--- src/rtl/cmd_framer_pkg.sv ---
package cmd_framer_pkg;

  localparam int WORD_W = 32;
  localparam int OP_W   = 8;
  localparam int ARG_W  = 4;

  localparam logic [OP_W-1:0] OP_XFER_WR = 8'hA0;
  localparam logic [OP_W-1:0] OP_XFER_RD = 8'hC0;

  typedef enum logic [2:0] {
    ST_HEAD,
    ST_BODY,
    ST_EMIT,
    ST_XEMIT,
    ST_PASS
  } fr_state_t;

  // number of argument words that follow the first word
  function automatic logic [ARG_W-1:0] arg_count(input logic [OP_W-1:0] op);
    logic [ARG_W-1:0] n;
    case (op) inside
      8'h02, 8'hA0, 8'hC0:  n = 4'd2;
      [8'h20:8'h23]:        n = 4'd3;
      [8'h24:8'h27]:        n = 4'd6;
      [8'h28:8'h2B]:        n = 4'd4;
      [8'h2C:8'h2F]:        n = 4'd8;
      [8'h30:8'h33]:        n = 4'd5;
      [8'h34:8'h37]:        n = 4'd8;
      [8'h38:8'h3B]:        n = 4'd7;
      [8'h3C:8'h3F]:        n = 4'd11;
      [8'h40:8'h47]:        n = 4'd2;
      [8'h48:8'h57]:        n = 4'd3;
      [8'h58:8'h5F]:        n = 4'd4;
      [8'h60:8'h63]:        n = 4'd2;
      [8'h64:8'h67]:        n = 4'd3;
      [8'h68:8'h6B]:        n = 4'd1;
      [8'h70:8'h73]:        n = 4'd1;
      [8'h74:8'h77]:        n = 4'd2;
      [8'h78:8'h7B]:        n = 4'd1;
      [8'h7C:8'h7F]:        n = 4'd2;
      8'h80:                n = 4'd3;
      default:              n = 4'd0;
    endcase
    return n;
  endfunction

endpackage

--- src/rtl/cmd_framer_pktbuf.sv ---
module cmd_framer_pktbuf #(
  parameter int DEPTH = 16,
  parameter int W     = 32
) (
  input  logic                     clk,
  input  logic                     we,
  input  logic [$clog2(DEPTH)-1:0] waddr,
  input  logic [W-1:0]             wdata,
  input  logic [$clog2(DEPTH)-1:0] raddr,
  output logic [W-1:0]             rdata
);
  logic [W-1:0] mem [DEPTH];

  always_ff @(posedge clk) begin
    if (we) mem[waddr] <= wdata;
    rdata <= mem[raddr];
  end
endmodule

--- src/rtl/cmd_framer_extregs.sv ---
module cmd_framer_extregs #(
  parameter int NUM = 8,
  parameter int W   = 32
) (
  input  logic                   clk,
  input  logic                   rst,
  input  logic                   we,
  input  logic [$clog2(NUM)-1:0] idx,
  input  logic [W-1:0]           wdata,
  output logic [NUM*W-1:0]       state_flat
);
  localparam int IW = $clog2(NUM);
  logic [W-1:0] regs [NUM];

  generate
    for (genvar i = 0; i < NUM; i++) begin : g_reg
      always_ff @(posedge clk) begin
        if (rst) regs[i] <= {8'hE0 + 8'(i), {(W-8){1'b0}}};
        else if (we && idx == IW'(i)) regs[i] <= wdata;
      end
      assign state_flat[i*W +: W] = regs[i];

      // a written register shows the written word on the next cycle
      a_r6_store: assert property (@(posedge clk) disable iff (rst)
        (we && idx == IW'(i)) |=> (state_flat[i*W +: W] == $past(wdata)));
    end
  endgenerate
endmodule

--- src/rtl/cmd_framer_xfer_count.sv ---
module cmd_framer_xfer_count #(
  parameter int CNT_W = 19
) (
  input  logic             clk,
  input  logic             rst,
  input  logic             load,
  input  logic [9:0]       size_w,
  input  logic [8:0]       size_h,
  input  logic             step,
  output logic             last
);
  logic [9:0]        wm1;
  logic [8:0]        hm1;
  logic [10:0]       wid;
  logic [9:0]        hgt;
  logic [20:0]       pix;
  logic [20:0]       words;
  logic [CNT_W-1:0]  remain;

  always_comb begin
    wm1   = size_w - 10'd1;
    hm1   = size_h - 9'd1;
    wid   = {1'b0, wm1} + 11'd1;
    hgt   = {1'b0, hm1} + 10'd1;
    pix   = 21'(wid) * 21'(hgt);
    words = (pix + 21'd1) >> 1;
  end

  always_ff @(posedge clk) begin
    if (rst)       remain <= '0;
    else if (load) remain <= CNT_W'(words);
    else if (step) remain <= remain - CNT_W'(1);
  end

  assign last = (remain == CNT_W'(1));

  // the pass-through never steps a drained counter
  a_r8_no_underflow: assert property (@(posedge clk) disable iff (rst)
    step |-> (remain != '0));
endmodule

--- src/rtl/cmd_framer.sv ---
module cmd_framer
  import cmd_framer_pkg::*;
#(
  parameter int BUF_DEPTH = 16,
  parameter int NUM_EXT   = 8,
  parameter int XCNT_W    = 19,
  localparam int AW       = $clog2(BUF_DEPTH),
  localparam int LEN_W    = $clog2(BUF_DEPTH + 1)
) (
  input  logic                      clk,
  input  logic                      rst,
  input  logic                      in_valid,
  output logic                      in_ready,
  input  logic [31:0]               in_data,
  output logic                      pkt_valid,
  input  logic                      pkt_ready,
  output logic [7:0]                pkt_op,
  output logic [LEN_W-1:0]          pkt_len,
  input  logic [AW-1:0]             pkt_rd_addr,
  output logic [31:0]               pkt_rd_data,
  output logic                      xfer_valid,
  input  logic                      xfer_ready,
  output logic                      xfer_read,
  output logic [31:0]               xfer_pos,
  output logic [31:0]               xfer_size,
  output logic                      wr_valid,
  input  logic                      wr_ready,
  output logic [31:0]               wr_data,
  output logic [NUM_EXT*32-1:0]     ext_state
);
  localparam int EIW = $clog2(NUM_EXT);

  fr_state_t         state;
  logic [OP_W-1:0]   op_q;
  logic [LEN_W-1:0]  len_q;
  logic [AW-1:0]     idx_q;
  logic [31:0]       pos_q, size_q;
  logic              rd_q;

  logic [OP_W-1:0]   in_op;
  logic [ARG_W-1:0]  in_args;
  logic              in_is_ext;
  logic              fire, head_fire, body_fire, pass_fire;
  logic              body_done;
  logic              cnt_last;

  assign in_op     = in_data[31:24];
  assign in_args   = arg_count(in_op);
  assign in_is_ext = (in_op[7:3] == 5'b11100);

  always_comb begin
    unique case (state)
      ST_HEAD, ST_BODY: in_ready = 1'b1;
      ST_EMIT:          in_ready = pkt_ready;
      ST_PASS:          in_ready = wr_ready;
      default:          in_ready = 1'b0;
    endcase
  end

  assign fire      = in_valid && in_ready;
  assign head_fire = fire && (state == ST_HEAD || state == ST_EMIT);
  assign body_fire = fire && (state == ST_BODY);
  assign pass_fire = fire && (state == ST_PASS);
  assign body_done = (LEN_W'(idx_q) + LEN_W'(1)) == len_q;

  always_ff @(posedge clk) begin
    if (rst) begin
      state  <= ST_HEAD;
      op_q   <= '0;
      len_q  <= '0;
      idx_q  <= '0;
      pos_q  <= '0;
      size_q <= '0;
      rd_q   <= 1'b0;
    end else begin
      unique case (state)
        ST_HEAD, ST_EMIT: begin
          if (state == ST_EMIT && pkt_ready) state <= ST_HEAD;
          if (head_fire) begin
            if (in_is_ext) begin
              state <= ST_HEAD;
            end else begin
              op_q  <= in_op;
              rd_q  <= (in_op == OP_XFER_RD);
              len_q <= LEN_W'(in_args) + LEN_W'(1);
              idx_q <= AW'(1);
              state <= (in_args == '0) ? ST_EMIT : ST_BODY;
            end
          end
        end
        ST_BODY: begin
          if (body_fire) begin
            if (idx_q == AW'(1)) pos_q  <= in_data;
            if (idx_q == AW'(2)) size_q <= in_data;
            idx_q <= idx_q + AW'(1);
            if (body_done)
              state <= (op_q == OP_XFER_WR || op_q == OP_XFER_RD) ? ST_XEMIT : ST_EMIT;
          end
        end
        ST_XEMIT: begin
          if (xfer_ready) state <= rd_q ? ST_HEAD : ST_PASS;
        end
        ST_PASS: begin
          if (pass_fire && cnt_last) state <= ST_HEAD;
        end
        default: state <= ST_HEAD;
      endcase
    end
  end

  assign pkt_valid  = (state == ST_EMIT);
  assign pkt_op     = op_q;
  assign pkt_len    = len_q;
  assign xfer_valid = (state == ST_XEMIT);
  assign xfer_read  = rd_q;
  assign xfer_pos   = pos_q;
  assign xfer_size  = size_q;
  assign wr_valid   = (state == ST_PASS) && in_valid;
  assign wr_data    = in_data;

  cmd_framer_pktbuf #(.DEPTH(BUF_DEPTH), .W(WORD_W)) u_buf (
    .clk   (clk),
    .we    ((head_fire && !in_is_ext) || body_fire),
    .waddr (head_fire ? AW'(0) : idx_q),
    .wdata (in_data),
    .raddr (pkt_rd_addr),
    .rdata (pkt_rd_data)
  );

  cmd_framer_extregs #(.NUM(NUM_EXT), .W(WORD_W)) u_ext (
    .clk        (clk),
    .rst        (rst),
    .we         (head_fire && in_is_ext),
    .idx        (in_op[EIW-1:0]),
    .wdata      (in_data),
    .state_flat (ext_state)
  );

  cmd_framer_xfer_count #(.CNT_W(XCNT_W)) u_cnt (
    .clk    (clk),
    .rst    (rst),
    .load   (state == ST_XEMIT && xfer_ready && !rd_q),
    .size_w (size_q[9:0]),
    .size_h (size_q[24:16]),
    .step   (pass_fire),
    .last   (cnt_last)
  );

  // a pending descriptor is held stable until taken
  a_r5_pkt_hold: assert property (@(posedge clk) disable iff (rst)
    (pkt_valid && !pkt_ready) |=> (pkt_valid && $stable(pkt_op) && $stable(pkt_len)));

  // no word is taken while the renderer holds off
  a_r5_stall: assert property (@(posedge clk) disable iff (rst)
    (pkt_valid && !pkt_ready) |-> !in_ready);

  // a transfer descriptor is held stable until taken
  a_r7_xfer_hold: assert property (@(posedge clk) disable iff (rst)
    (xfer_valid && !xfer_ready) |=> (xfer_valid && $stable(xfer_pos) && $stable(xfer_size)));

  // only one output channel is active at a time
  a_r3_one_channel: assert property (@(posedge clk) disable iff (rst)
    $onehot0({pkt_valid, xfer_valid, wr_valid}));

  // every descriptor has a length the table can produce
  a_r2_len_range: assert property (@(posedge clk) disable iff (rst)
    pkt_valid |-> (pkt_len >= LEN_W'(1) && pkt_len <= LEN_W'(12)));
endmodule

--- config.mk ---
export PLATFORM = sky130hd
export DESIGN_NAME = cmd_framer
export DESIGN_NICKNAME = d
export VERILOG_FILES = /design/src/rtl/cmd_framer_pkg.sv /design/src/rtl/cmd_framer_pktbuf.sv /design/src/rtl/cmd_framer_extregs.sv /design/src/rtl/cmd_framer_xfer_count.sv /design/src/rtl/cmd_framer.sv
export SDC_FILE = /design/constraint.sdc
export NUM_CORES = 1
export LEC_CHECK = 0
export CORE_ASPECT_RATIO = 1.5
export CORE_UTILIZATION = 50
export DETAILED_ROUTE_END_ITERATION = 6
export DONT_BUFFER_PORTS = 1
export GPL_ROUTABILITY_DRIVEN = 0
export MAX_ROUTING_LAYER = met4
export SYNTH_ARGS = -nofsm -noshare
export SYNTH_HDL_FRONTEND = slang
export SYNTH_SLANG_ARGS = --single-unit
--- constraint.sdc ---
create_clock -name clk -period 11.5 [get_ports clk]
set_input_delay 0.575 -clock clk [delete_from_list [all_inputs] [get_ports clk]]
set_output_delay 0.575 -clock clk [all_outputs]
set_load 0.1 [all_outputs]
# Yosys cells after proc, flatten, opt, wreduce, memory -nomap -nowiden

Memory sizes are Yosys's and may differ from the RTL's. A register that Yosys moved wholly into a read port is not among the register bits.
Index checks and enable logic that the tools add are counted.

Register bits: 104
Memory bits (writable): 768
Bits of input ports: 42
Logic and storage cells: 224
Memories kept: 2

Add/subtract/negate cells: 9
Multiply operators: 1
$lt $le $gt $ge: 36
Eq/ne operators: 29
Muxes and demuxes: 75
Bitwise logic cells: 9
Reduce and logical (&&, ||, !) cells: 55

Memories:

| memory     | words | bits a word | rd ports | clocked after memory_dff | wr ports | RTL line                 | source |
|---|---|---|---|---|---|---|---|
| u_buf.mem  | 16    | 32          | 1        | 1                        | 1        | cmd_framer_pktbuf.sv:12  | `logic [W-1:0] mem [DEPTH];` |
| u_ext.regs | 8     | 32          | 8        | 0                        | 8        | cmd_framer_extregs.sv:13 | `logic [W-1:0] regs [NUM];` |

Operators by type and width:

| kind                  | count |
|---|---|
| $mux 32               | 8 |
| $ge 8x7->1 const B    | 10 |
| $le 8x7->1 const B    | 10 |
| $ge 8x6->1 const B    | 8 |
| $le 8x6->1 const B    | 8 |
| $mux 4                | 14 |
| $eq 8x8->1 const B    | 5 |
| $mux 19               | 2 |
| $logic_and 1x1->1     | 37 |
| $mux 1                | 29 |
| $mux 3                | 9 |
| $add 20x1->20 const B | 1 |
| $mul 11x10->20        | 1 |
| $mux 2                | 10 |
| $eq 19x1->1 const B   | 1 |
| $sub 19x1->19 const B | 1 |
| $eq 3x3->1 const B    | 5 |
| $eq 3x2->1 const B    | 4 |
| $pmux 3 s4            | 1 |
| $add 10x1->11 const B | 1 |
| $add 4x1->5 const B   | 2 |
| $add 9x1->10 const B  | 1 |
| $ne 2x2->1 const B    | 5 |
| $sub 10x1->10 const B | 1 |
| 24 further kinds      | 40 |

# Longest topological paths before layout

Gate-level depths: netlist (run 1).

Depth after elaboration: 26
Mapped depth: 29
Mapped depth without buffers: 26

# Cells and area by module

From an unflattened synthesis (run 1), not the netlist that was laid out.

Cells, all modules: 2,667
Area, all modules: 38,902.3 µm²

By module, submodules not included:

| module                | instances | cells each | area an instance (µm²) | seq. area each (µm²) |
|---|---|---|---|---|
| cmd_framer_pktbuf     | 1         | 838        | 19,835.3               | 16,015.4 |
| cmd_framer_extregs    | 1         | 640        | 9,661.8                | 7,687.4 |
| cmd_framer_xfer_count | 1         | 684        | 5,504.0                | 380.4 |
| cmd_framer            | 1         | 505        | 3,901.2                | 1,701.6 |

# Worst setup path after synthesis (run 1)

No wires, ideal clock.

Path kind: reg2reg
Start point: register size_q[16] (netlist: xfer_size[16])
End point: register u_cnt.remain[18]
Setup time: 74 ps
Arrival time: 8,066 ps
Data required time: 11,426 ps
Setup slack: 3,360 ps
Cell stages (with the launch flop): 29
Period minus slack after synthesis: 8,140 ps
Path through: dfxtp_1 clkbuf_1 inv_1 ha_1 clkbuf_1 nor2b_1 nand3_1 a211oi_1 mux2_2 a2bb2oi_1 xor2_1 buf_2 nand2b_1 fa_1 fa_1 inv_1 fa_1 fa_1 inv_1 fa_1 inv_1 ha_1 a21o_1 a21o_1 o21ai_0 a31oi_1 a211o_1 a22o_1 a31oi_1

Cells in the longest elaborated chain, start to end: 5

Ends and longest elaborated chain:

| element                | RTL line                    | source |
|---|---|---|
| start, declared        | cmd_framer.sv:37            | `logic [31:0] pos_q, size_q;` |
| start signal, assigned | cmd_framer.sv:94            | `if (idx_q == AW'(2)) size_q <= in_data;` |
| $sub 9x1->9            | cmd_framer_xfer_count.sv:22 | `hm1 = size_h - 9'd1;` |
| $add 9x1->10           | cmd_framer_xfer_count.sv:24 | `hgt = {1'b0, hm1} + 10'd1;` |
| $mul 11x10->20         | cmd_framer_xfer_count.sv:25 | `pix = 21'(wid) * 21'(hgt);` |
| $add 20x1->20          | cmd_framer_xfer_count.sv:26 | `words = (pix + 21'd1) >> 1;` |
| $mux 19                | cmd_framer_xfer_count.sv:31 | `else if (load) remain <= CNT_W'(words);` |
| end signal, assigned   | cmd_framer_xfer_count.sv:31 |  |
| end signal, assigned   | cmd_framer_xfer_count.sv:32 | `else if (step) remain <= remain - CNT_W'(1);` |
| end, declared          | cmd_framer_xfer_count.sv:18 | `logic [CNT_W-1:0] remain;` |

Every way passes these cells.
A chain may end at the register's enable or synchronous reset.

# Final worst setup path (run 1)

Ends and elaborated chain as after synthesis.

==> results of run 1 <==
## path summary, 6_finish.rpt
kind	to	startpoint	slack, ps	depth (start not counted)
setup / recovery	u_cnt.remain[18]$_SDFFE_PP0P_	xfer_size[16]$_SDFFE_PP0P_	3030	26
hold reg to reg	u_cnt.remain[9]$_SDFFE_PP0P_	u_cnt.remain[9]$_SDFFE_PP0P_	590	2
hold / removal	u_buf.mem[14][24]$_DFFE_PP_	in_data[24]	50	0
setup reg to reg	u_cnt.remain[18]$_SDFFE_PP0P_	xfer_size[16]$_SDFFE_PP0P_	3030	26
## critical path, cell delays in order, from the launching register on
cell	delay (ps)
dfxtp_1	310
buf_4	380
inv_1	240
ha_1	360
nor2b_1	230
nand3_1	110
a211oi_1	550
mux2_2	400
a2bb2oi_1	140
xor2_1	740
nand2b_1	210
fa_1	450
fa_1	550
inv_1	50
fa_1	500
fa_1	560
inv_1	60
fa_1	530
inv_1	40
ha_1	340
a21o_1	210
a21o_1	190
o21ai_0	330
a31oi_1	230
a211o_1	310
a22o_1	220
a31oi_1	150
## area by class of cell
cell class                 count  area, um2
tap                         1000       1250
sequential                   904      25800
clock buffer                 101       2230
inverter                      95        357
multi-input combinational   1358      11900
timing repair buffer          76        646
clock inverter                54        598
fill                        5997      32600
antenna                        5       12.5
## report_power, final
group          leakage (nW)  total (mW)  internal, mW  switching, mW
clock                  1.38        2.85          1.62           1.23
combinational          5.50       0.279         0.116          0.164
sequential             8.34        4.15          3.65          0.505
## cells in the mapped netlist (36+ instances only)
cell | instances | share of area, %
edfxtp_1 | 768 | 60
nand2_1 | 206 | 2.0
and2_1 | 201 | 3.3
mux4_2 | 160 | 9.4
dfxtp_1 | 136 | 7.1
nor2_1 | 127 | 1.2
a21oi_1 | 113 | 1.5
clkbuf_1 | 98 | 0.96
inv_1 | 94 | 0.92
fa_1 | 69 | 3.6
ha_1 | 65 | 2.1
o21ai_0 | 36 | 0.47
xnor2_1 | 36 | 0.82
## layout by cell type, fill, tap and decap left out, types with 15 or more instances in the layout
cell	Yosys	final
a21oi_1	113	111
nand3_1	19	18
nor3_1	33	28
clkbuf_16	0	85
inv_1	94	94
ha_1	65	65
nand2_1	206	205
or3_1	19	19
dlygate4sd3_1	0	25
clkinv_1	1	15
and2_1	201	201
o21ai_0	36	27
nor2_1	127	109
dfxtp_1	136	136
buf_4	32	50
clkinv_2	0	19
xnor2_1	36	36
mux4_2	160	160
xor2_1	33	33
conb_1	2	64
nand2b_1	18	18
fa_1	69	69
edfxtp_1	768	768
## per-layer routing
layer	track usage, %	up-vias	share of wire, %	wire length, um
met5	-	-	0	0
met1	31.4	11100	36	38200
met3	6.83	184	8.0	8420
li1	-	9076	-	-
met2	48.2	841	52	54600
met4	9.45	0	3.3	3450
## registers in the layout (all words and copies together), names as in the netlist
signal and count:
u_ext.regs 256, idx_q 4, pkt_len 5, u_buf.rdata 32
pkt_op 8, xfer_size 32, state 3, xfer_read 1
u_buf.mem 512, xfer_pos 32, u_cnt.remain 19
## kinds of logic after synthesis
logic type | count (synthesis)
simple gates | 690
flops | 904
buf+inv | 247
xor+xnor | 69
compound gates | 235
mux | 166
other cells | 2
fa+ha+maj | 134
==> metrics, run 1 <==
max_cap viols=0; synthesized cell area=38200 um2; # clock sinks=about 900; Unique masters post-synth=70; setup bufs post-CTS=0; CTS resizes=0; grt total ovfl=0; Final Non-Filler Cells=3593; vias in the first global route=about 22000; IO Count=444; CTS root buffer=clkbuf_16; number of CTS-inserted buffers=83; CTS tree=built; critical path data arrival time=roughly 9000 ps; number of routed nets with antenna violations=0; status=finished, final reports clean; die area=77600 um2; HP Class=in2reg; max_slew headroom=20.0%; simple-gate share of the synthesized area=a little under a tenth; latest clock arrival within the worst-skew pair=approximately 660 ps; Final #Nets=between 2000 and 3000; final hold violations=0; DRT Pass-1 Iters=5; DR vias=roughly 21000; largest net degree at the start of global routing=between 100 and 150; Via density=between 5 and 6; CP Capture Type=flop; Initial Utilization=between 50% and 60%; crit path time final=8470 ps; DR iter-0 viols=around 1800; adder-cell area share of the yosys netlist=under 10%; first-pass GRT wire length=150000 um; row cnt=~120; Post-Layout Inst Area=42800 um2; Die Ht=approximately 340 um; Util after Layout=about 57%; # placed instances=3407; final-report max-slew violation count=0; Total Power=approximately 7.3 mW; EDFF count, synth=768; CTS Buffer Depth=3; Ys Warns=0; I/O Buffers=0; Final setup viols=0; Peak supply drop=between 0.1 and 0.15 mV; Layout area overhead=11.9%; actual slew at the worst max-slew pin=between 1000 and 1500 ps; flops & latches, synth=approximately 900; Residual DRC=0; dpl ws=3090 ps; Crit Path Class=reg2reg; initial antenna violation count=9; P_leak=roughly 15 nW; Post-DP Area=~40000 um2; htree depth=3; mux contribution to synthesized area=9.59%; startpoint types=flop; worst hold slack=~45 ps; core area=75400 um2; drt total wl=around 100000 um; All-Layer GR Usage=between 20% and 30%; RSZ-0062 raised after global routing=false; dpl hpwl=~63000 um; worst-path fanout max=15; die width=about 230 um; share of layout cells above drive strength 1=between 15 and 20%; Synth Instances=between 2000 and 2500; largest family of logic cells by synthesized area=multiplexers; Achievable Freq=118 MHz; Post-Synth XOR/XNOR Area=~1.6%; Post-synth top flop=edfxtp_1; Post-CTS Hold Buffers=26; Max Clock Skew=~50 ps; Compound-Gate Fraction of Synth Area=~3.8%; required time of the critical path=around 12000 ps; sequential fraction of the synthesis area=between 60% and 70%; CTS clk-pin slew, worst paths=60 ps; final setup TNS=0 ps; DR WL/cell=29.1 um; Final WS setup=about 3000 ps; async set or reset register ratio after synthesis=0%; fin crit share=73.6%; Power Density=~170 nW/um2; syn avg cell area=between 15 and 20 um2
No activity file was read; power rests on OpenSTA's default activity.
==> inputs of run 2 (changes only) <==
Clock period 11.5 ns to 8.2 ns, I/O delays scaled along.
==> run 2 against run 1 <==
Net effect: die area did not move; combinational power rose by 78%; core utilization rose by 0.59 points; register-to-register slack got worse by 2400 ps; worst hold slack got worse by 6.9 ps; non-clock buffer count rose by 29; clock power rose by 37%; global-route usage rose by 1.0 points; sequential cell count did not move; cell count rose by 0.72%.
==> metrics, run 2 (synthesis gave the netlist of run 1 again) <==
row cnt=between 100 and 150; CTS clk-pin slew, worst paths=~70 ps; All-Layer GR Usage=28.9%; I/O Buffers=0; final-report max-slew violation count=0; DR vias=approximately 21000; Max Clock Skew=34.4 ps; Die Ht=between 300 and 400 um; DR iter-0 viols=1922; latest clock arrival within the worst-skew pair=670 ps; Via density=approximately 5.9; initial antenna violation count=8; max_slew headroom=between 10% and 20%; Biggest register=u_buf.mem; core area=between 70000 and 80000 um2; number of CTS-inserted buffers=between 80 and 90; most frequent cells in the layout=edfxtp_1, nand2_1, and2_1; die area=approximately 78000 um2; CP Capture Type=flop; met1 WL=roughly 40000 um; number of routed nets with antenna violations=0; crit path time final=around 7500 ps; met3 wire len=8690 um; Routed met2 length=between 50000 and 60000 um; dpl hpwl=62500 um; critical path data arrival time=8110 ps; RSZ-0062 raised after global routing=false; IO Count=444; Util after Layout=between 50% and 60%; required time of the critical path=~8800 ps; Power Density=~240 nW/um2; # clock sinks=approximately 900; max_cap viols=0; worst-path fanout max=10; first-pass GRT wire length=approximately 160000 um; DR WL/cell=around 30 um; Layout area overhead=13.0%; Crit Path Class=reg2reg; Initial Utilization=approximately 50%; share of layout cells above drive strength 1=between 15 and 20%; largest net degree at the start of global routing=roughly 130; status=finished, final reports clean; CTS tree=built; Reg2Reg Setup Slack=650 ps; actual slew at the worst max-slew pin=approximately 1200 ps; fill count=between 5000 and 6000; setup bufs post-CTS=0; max FFs per register=512; Achievable Freq=around 130 MHz; Final setup viols=0; max layer used=met4; fin crit share=between 90% and 100%; CTS root buffer=clkbuf_16; P_leak=~15 nW; diode count=0; Largest regs=u_buf.mem: 512 flops, u_ext.regs: 256 flops; CTS Buffer Depth=3; htree depth=3; HP Class=in2reg; grt total ovfl=0; Final #Nets=roughly 2700; startpoint types=flop; die width=228 um; DRT Pass-1 Iters=7; most common cell after layout, fill and taps aside=edfxtp_1; Residual DRC=0; Peak supply drop=roughly 0.21 mV; vias in the first global route=~22000; final setup TNS=0 ps; Total Power=~10 mW; drt total wl=~110000 um; final hold violations=0
[run 2: layout make-up]
cell class,count,area (um2),share of cell area [%]
clock buffer,118,2280,5.28
clock inverter,39,465,1.08
inverter,95,357,0.825
multi-input combinational,1358,11900,27.6
sequential,904,25800,59.6
tap,1000,1250,2.89
timing repair buffer,105,1180,2.72
[run 2: power by group]
part / internal [mW] / leakage (nW) / switching [mW] / total (mW)
combinational: 0.188 / 5.77 / 0.309 / 0.497
clock: 2.17 / 1.34 / 1.75 / 3.91
sequential: 5.11 / 8.34 / 0.708 / 5.82
[run 2: metal layers]
| layer | GRT usage (%) | vias up |
|---|---|---|
| met1 | 33.3 | 11200 |
| met2 | 49.3 | 894 |
| li1 | - | 9144 |
| met3 | 6.79 | 193 |
| met4 | 10.0 | 0 |
| met5 | - | - |
[run 2: path summary, 6_finish.rpt]
check,start,to,cells past startpoint
setup reg to reg,xfer_size[0]$_SDFFE_PP0P_,u_cnt.remain[18]$_SDFFE_PP0P_,25
hold / removal,pkt_rd_addr[2],u_buf.rdata[4]$_DFF_P_,1
setup / recovery,xfer_size[0]$_SDFFE_PP0P_,u_cnt.remain[18]$_SDFFE_PP0P_,25
hold reg to reg,xfer_size[22]$_SDFFE_PP0P_,xfer_size[22]$_SDFFE_PP0P_,2
[run 2: critical path, stage by stage, from the launching register on]
cell and delay, ps:
dfxtp_1 310, clkinv_1 40, buf_4 170, ha_1 320, or3b_1 410, or3_1 450, and3_1 260, a32o_1 260
xor2_1 400, nand2_1 140, fa_1 530, inv_1 50, fa_1 520, fa_1 450, fa_1 540, inv_1 50
fa_1 530, inv_1 40, ha_1 340, a21o_1 210, a21o_1 200, o21ai_0 300, a31oi_1 250, a211o_1 320
a22o_1 210, a31oi_1 150
[run 2: metrics by stage]
| stage | hold slack (ps) | cell area [um2] | cells | worst slack, ps |
|---|---|---|---|---|
| after global routing | 13.9 | 43200 | 3619 | 218 |
| final | 38.4 | 43200 | 3619 | 651 |
| after floorplan | 509 | 38500 | 2509 | 59.9 |
| after global placement | 506 | 39800 | 3418 | 739 |
| after CTS | 1.38 | 43200 | 3614 | 532 |
| after detailed placement | 507 | 39800 | 3418 | 555 |
[run 2: repair_timing]
item	in CTS	in global routing
gates resized for setup	0	1
hold endpoints to repair	829	2
setup endpoints to repair	0	1
hold buffers	39	5
==> inputs of run 3 (changes only) <==
--- a/config.mk
+++ b/config.mk
@@ -13,2 +13,3 @@
 export MAX_ROUTING_LAYER = met4
+export RECOVER_POWER = 25
 export SYNTH_ARGS = -nofsm -noshare
--- a/constraint.sdc
+++ b/constraint.sdc
@@ -3,2 +3,2 @@
 set_output_delay 0.41 -clock clk [all_outputs]
-set_load 0.1 [all_outputs]
+set_load 0.02 [all_outputs]
==> run 3 against run 2 <==
Net effect: the run now ends with max-capacitance violations, max-slew violations left; critical path depth up 1; first-iteration DRC count down 8.4%; sequential share of layout area up 0.82 points; core utilization down 0.78 points; via count down 0.38%; worst hold slack worse by 7.8 ps; total power down 5.5%; sequential cell count unchanged; die area unchanged; register-to-register slack worse by 220 ps.
==> metrics, run 3 (synthesis gave the netlist of run 1 again) <==
most frequent cells in the layout=edfxtp_1, nand2_1, and2_1; slowest stage cell, crit path=fa_1; vias in the first global route=approximately 22000; startpoint types=flop; # clock sinks=904; most common cell after layout, fill and taps aside=edfxtp_1; CTS resizes=0; worst-path fanout max=11; final-report max-slew violation count=between 500 and 600; Hold Path Sink=u_buf.rdata[14]$_DFF_P_; Post-CTS Hold Buffers=37; Worst Hold Depth=1; CTS tree=built; CP bufs+invs=5; Via density=~5.9; number of CTS-inserted buffers=just over 80; crit path time final=between 7000 and 8000 ps; max_cap viols=22; die width=228 um; DRT Pass-1 Iters=5; htree depth=3; critical path's largest stage delay=between 500 and 600 ps; startpoint of the worst hold path=pkt_rd_addr[3]; Crit Path Class=reg2reg; IO Count=444; CP Capture Type=flop; core area=75400 um2; required time of the critical path=~8800 ps; Initial Utilization=between 50% and 60%; P_leak=15.1 nW; drt total wl=between 100000 and 150000 um; Worst path most repeated cell=fa_1; final setup TNS=0 ps; FF-to-FF Start=xfer_size[16]$_SDFFE_PP0P_; Die Ht=between 300 and 400 um; All-Layer GR Usage=~29%; I/O Buffers=0; Final setup viols=0; initial antenna violation count=11; Biggest register=u_buf.mem; Max Clock Skew=between 20 and 25 ps; final hold violations=0; largest net degree at the start of global routing=between 100 and 150; DR WL/cell=between 20 and 30 um; max FFs per register=around 510; die area=around 78000 um2; CTS clk-pin slew, worst paths=70 ps; Layout area overhead=11.5%; share of layout cells above drive strength 1=between 10% and 20%; dpl hpwl=62300 um; Residual DRC=0; row cnt=roughly 120; first-pass GRT wire length=approximately 150000 um; latest clock arrival within the worst-skew pair=660 ps; fin crit share=a little over nine tenths; Post-Layout Inst Area=~43000 um2; DR iter-0 viols=1761; critical path data arrival time=approximately 8300 ps; worst hold slack=approximately 31 ps; Achievable Freq=between 100 and 150 MHz; Total Power=between 9 and 10 mW; HP Class=in2reg; RSZ-0062 raised after global routing=false; CTS Buffer Depth=3; CTS root buffer=clkbuf_16; max_slew headroom=-28.9%; FF-to-FF path depth=26; Power Density=approximately 230 nW/um2; Largest regs=u_buf.mem: 512 flops, u_ext.regs: 256 flops; number of routed nets with antenna violations=0; fill count=5915; setup bufs post-CTS=0; critical path depth=26; actual slew at the worst max-slew pin=a little under 2000 ps; failing checks=max-capacitance violations, max-slew violations; Post-DP Area=roughly 40000 um2; Peak supply drop=0.155 mV; Crit path max-delay family=adder cells; reg-to-reg endpoint=u_cnt.remain[18]$_SDFFE_PP0P_; Final #Nets=2702; DR vias=21300; status=complete, but fails checks; grt total ovfl=0; Reg2Reg Setup Slack=about 430 ps
-- run 3: layer usage --
metal	up-vias	wire, um	share of wire (%)	GRT usage, %
met5	-	0	0	-
met4	0	3890	3.6	9.52
met3	227	8140	7.6	6.07
met2	888	55800	52	49.4
met1	11100	39200	37	33.2
li1	9105	-	-	-
-- run 3: how the worst max path moves through the flow --
| stage | slack, ps | end | start |
|---|---|---|---|
| 2_1_floorplan | 670 | u_cnt.remain[18]$_SDFFE_PP0P_ | xfer_size[16]$_SDFFE_PP0P_ |
| 3_3_place_gp | 730 | u_cnt.remain[18]$_SDFFE_PP0P_ | xfer_size[16]$_SDFFE_PP0P_ |
| 3_5_place_dp | 500 | u_cnt.remain[18]$_SDFFE_PP0P_ | xfer_size[16]$_SDFFE_PP0P_ |
| 4_1_cts | 480 | u_cnt.remain[18]$_SDFFE_PP0P_ | xfer_size[16]$_SDFFE_PP0P_ |
| 5_1_grt | 30 | u_cnt.remain[17]$_SDFFE_PP0P_ | xfer_size[16]$_SDFFE_PP0P_ |
| 6_report | 430 | u_cnt.remain[18]$_SDFFE_PP0P_ | xfer_size[16]$_SDFFE_PP0P_ |
-- run 3: cell type report --
type / instances / area [um2] / share of cell area (%)
clock buffers: 113 / 2280 / 5.36
inverters: 95 / 357 / 0.836
diodes: 5 / 12.5 / 0.0293
well taps: 1000 / 1250 / 2.93
flip-flops and latches: 904 / 25800 / 60.5
repair buffers: 84 / 617 / 1.45
clock inverters: 41 / 453 / 1.06
multi-input cells: 1358 / 11900 / 27.9
-- run 3: worst register-to-register path: stages (launching register included) --
cell and delay (ps):
dfxtp_1 310, inv_1 190, ha_1 380, nor2b_1 270
o21ai_0 120, a211oi_1 540, mux2_2 400, a2bb2oi_1 150
xor2_1 180, buf_4 200, nand2b_1 170, fa_1 500
fa_1 550, inv_1 50, fa_1 500, fa_1 550
inv_1 60, fa_1 530, inv_1 40, ha_1 340
a21o_1 200, a21o_1 200, o21ai_0 310, a31oi_1 250
a211o_1 320, a22o_1 210, a31oi_1 170
-- run 3: stage by stage --
stage / utilization [%] / worst slack [ps] / std cells
6_report: 56.5 / 432 / 3600
5_1_grt: 56.5 / 33.3 / 3599
4_1_cts: 57.0 / 481 / 3595
3_5_place_dp: 52.6 / 500 / 3404
3_3_place_gp: 52.6 / 729 / 3404
2_1_floorplan: - / 667 / 2509
-- run 3: power by group --
| part | switching (mW) | total [mW] | internal, mW |
|---|---|---|---|
| combinational | 0.289 | 0.452 | 0.163 |
| clock | 1.72 | 3.92 | 2.19 |
| sequential | 0.186 | 5.30 | 5.12 |
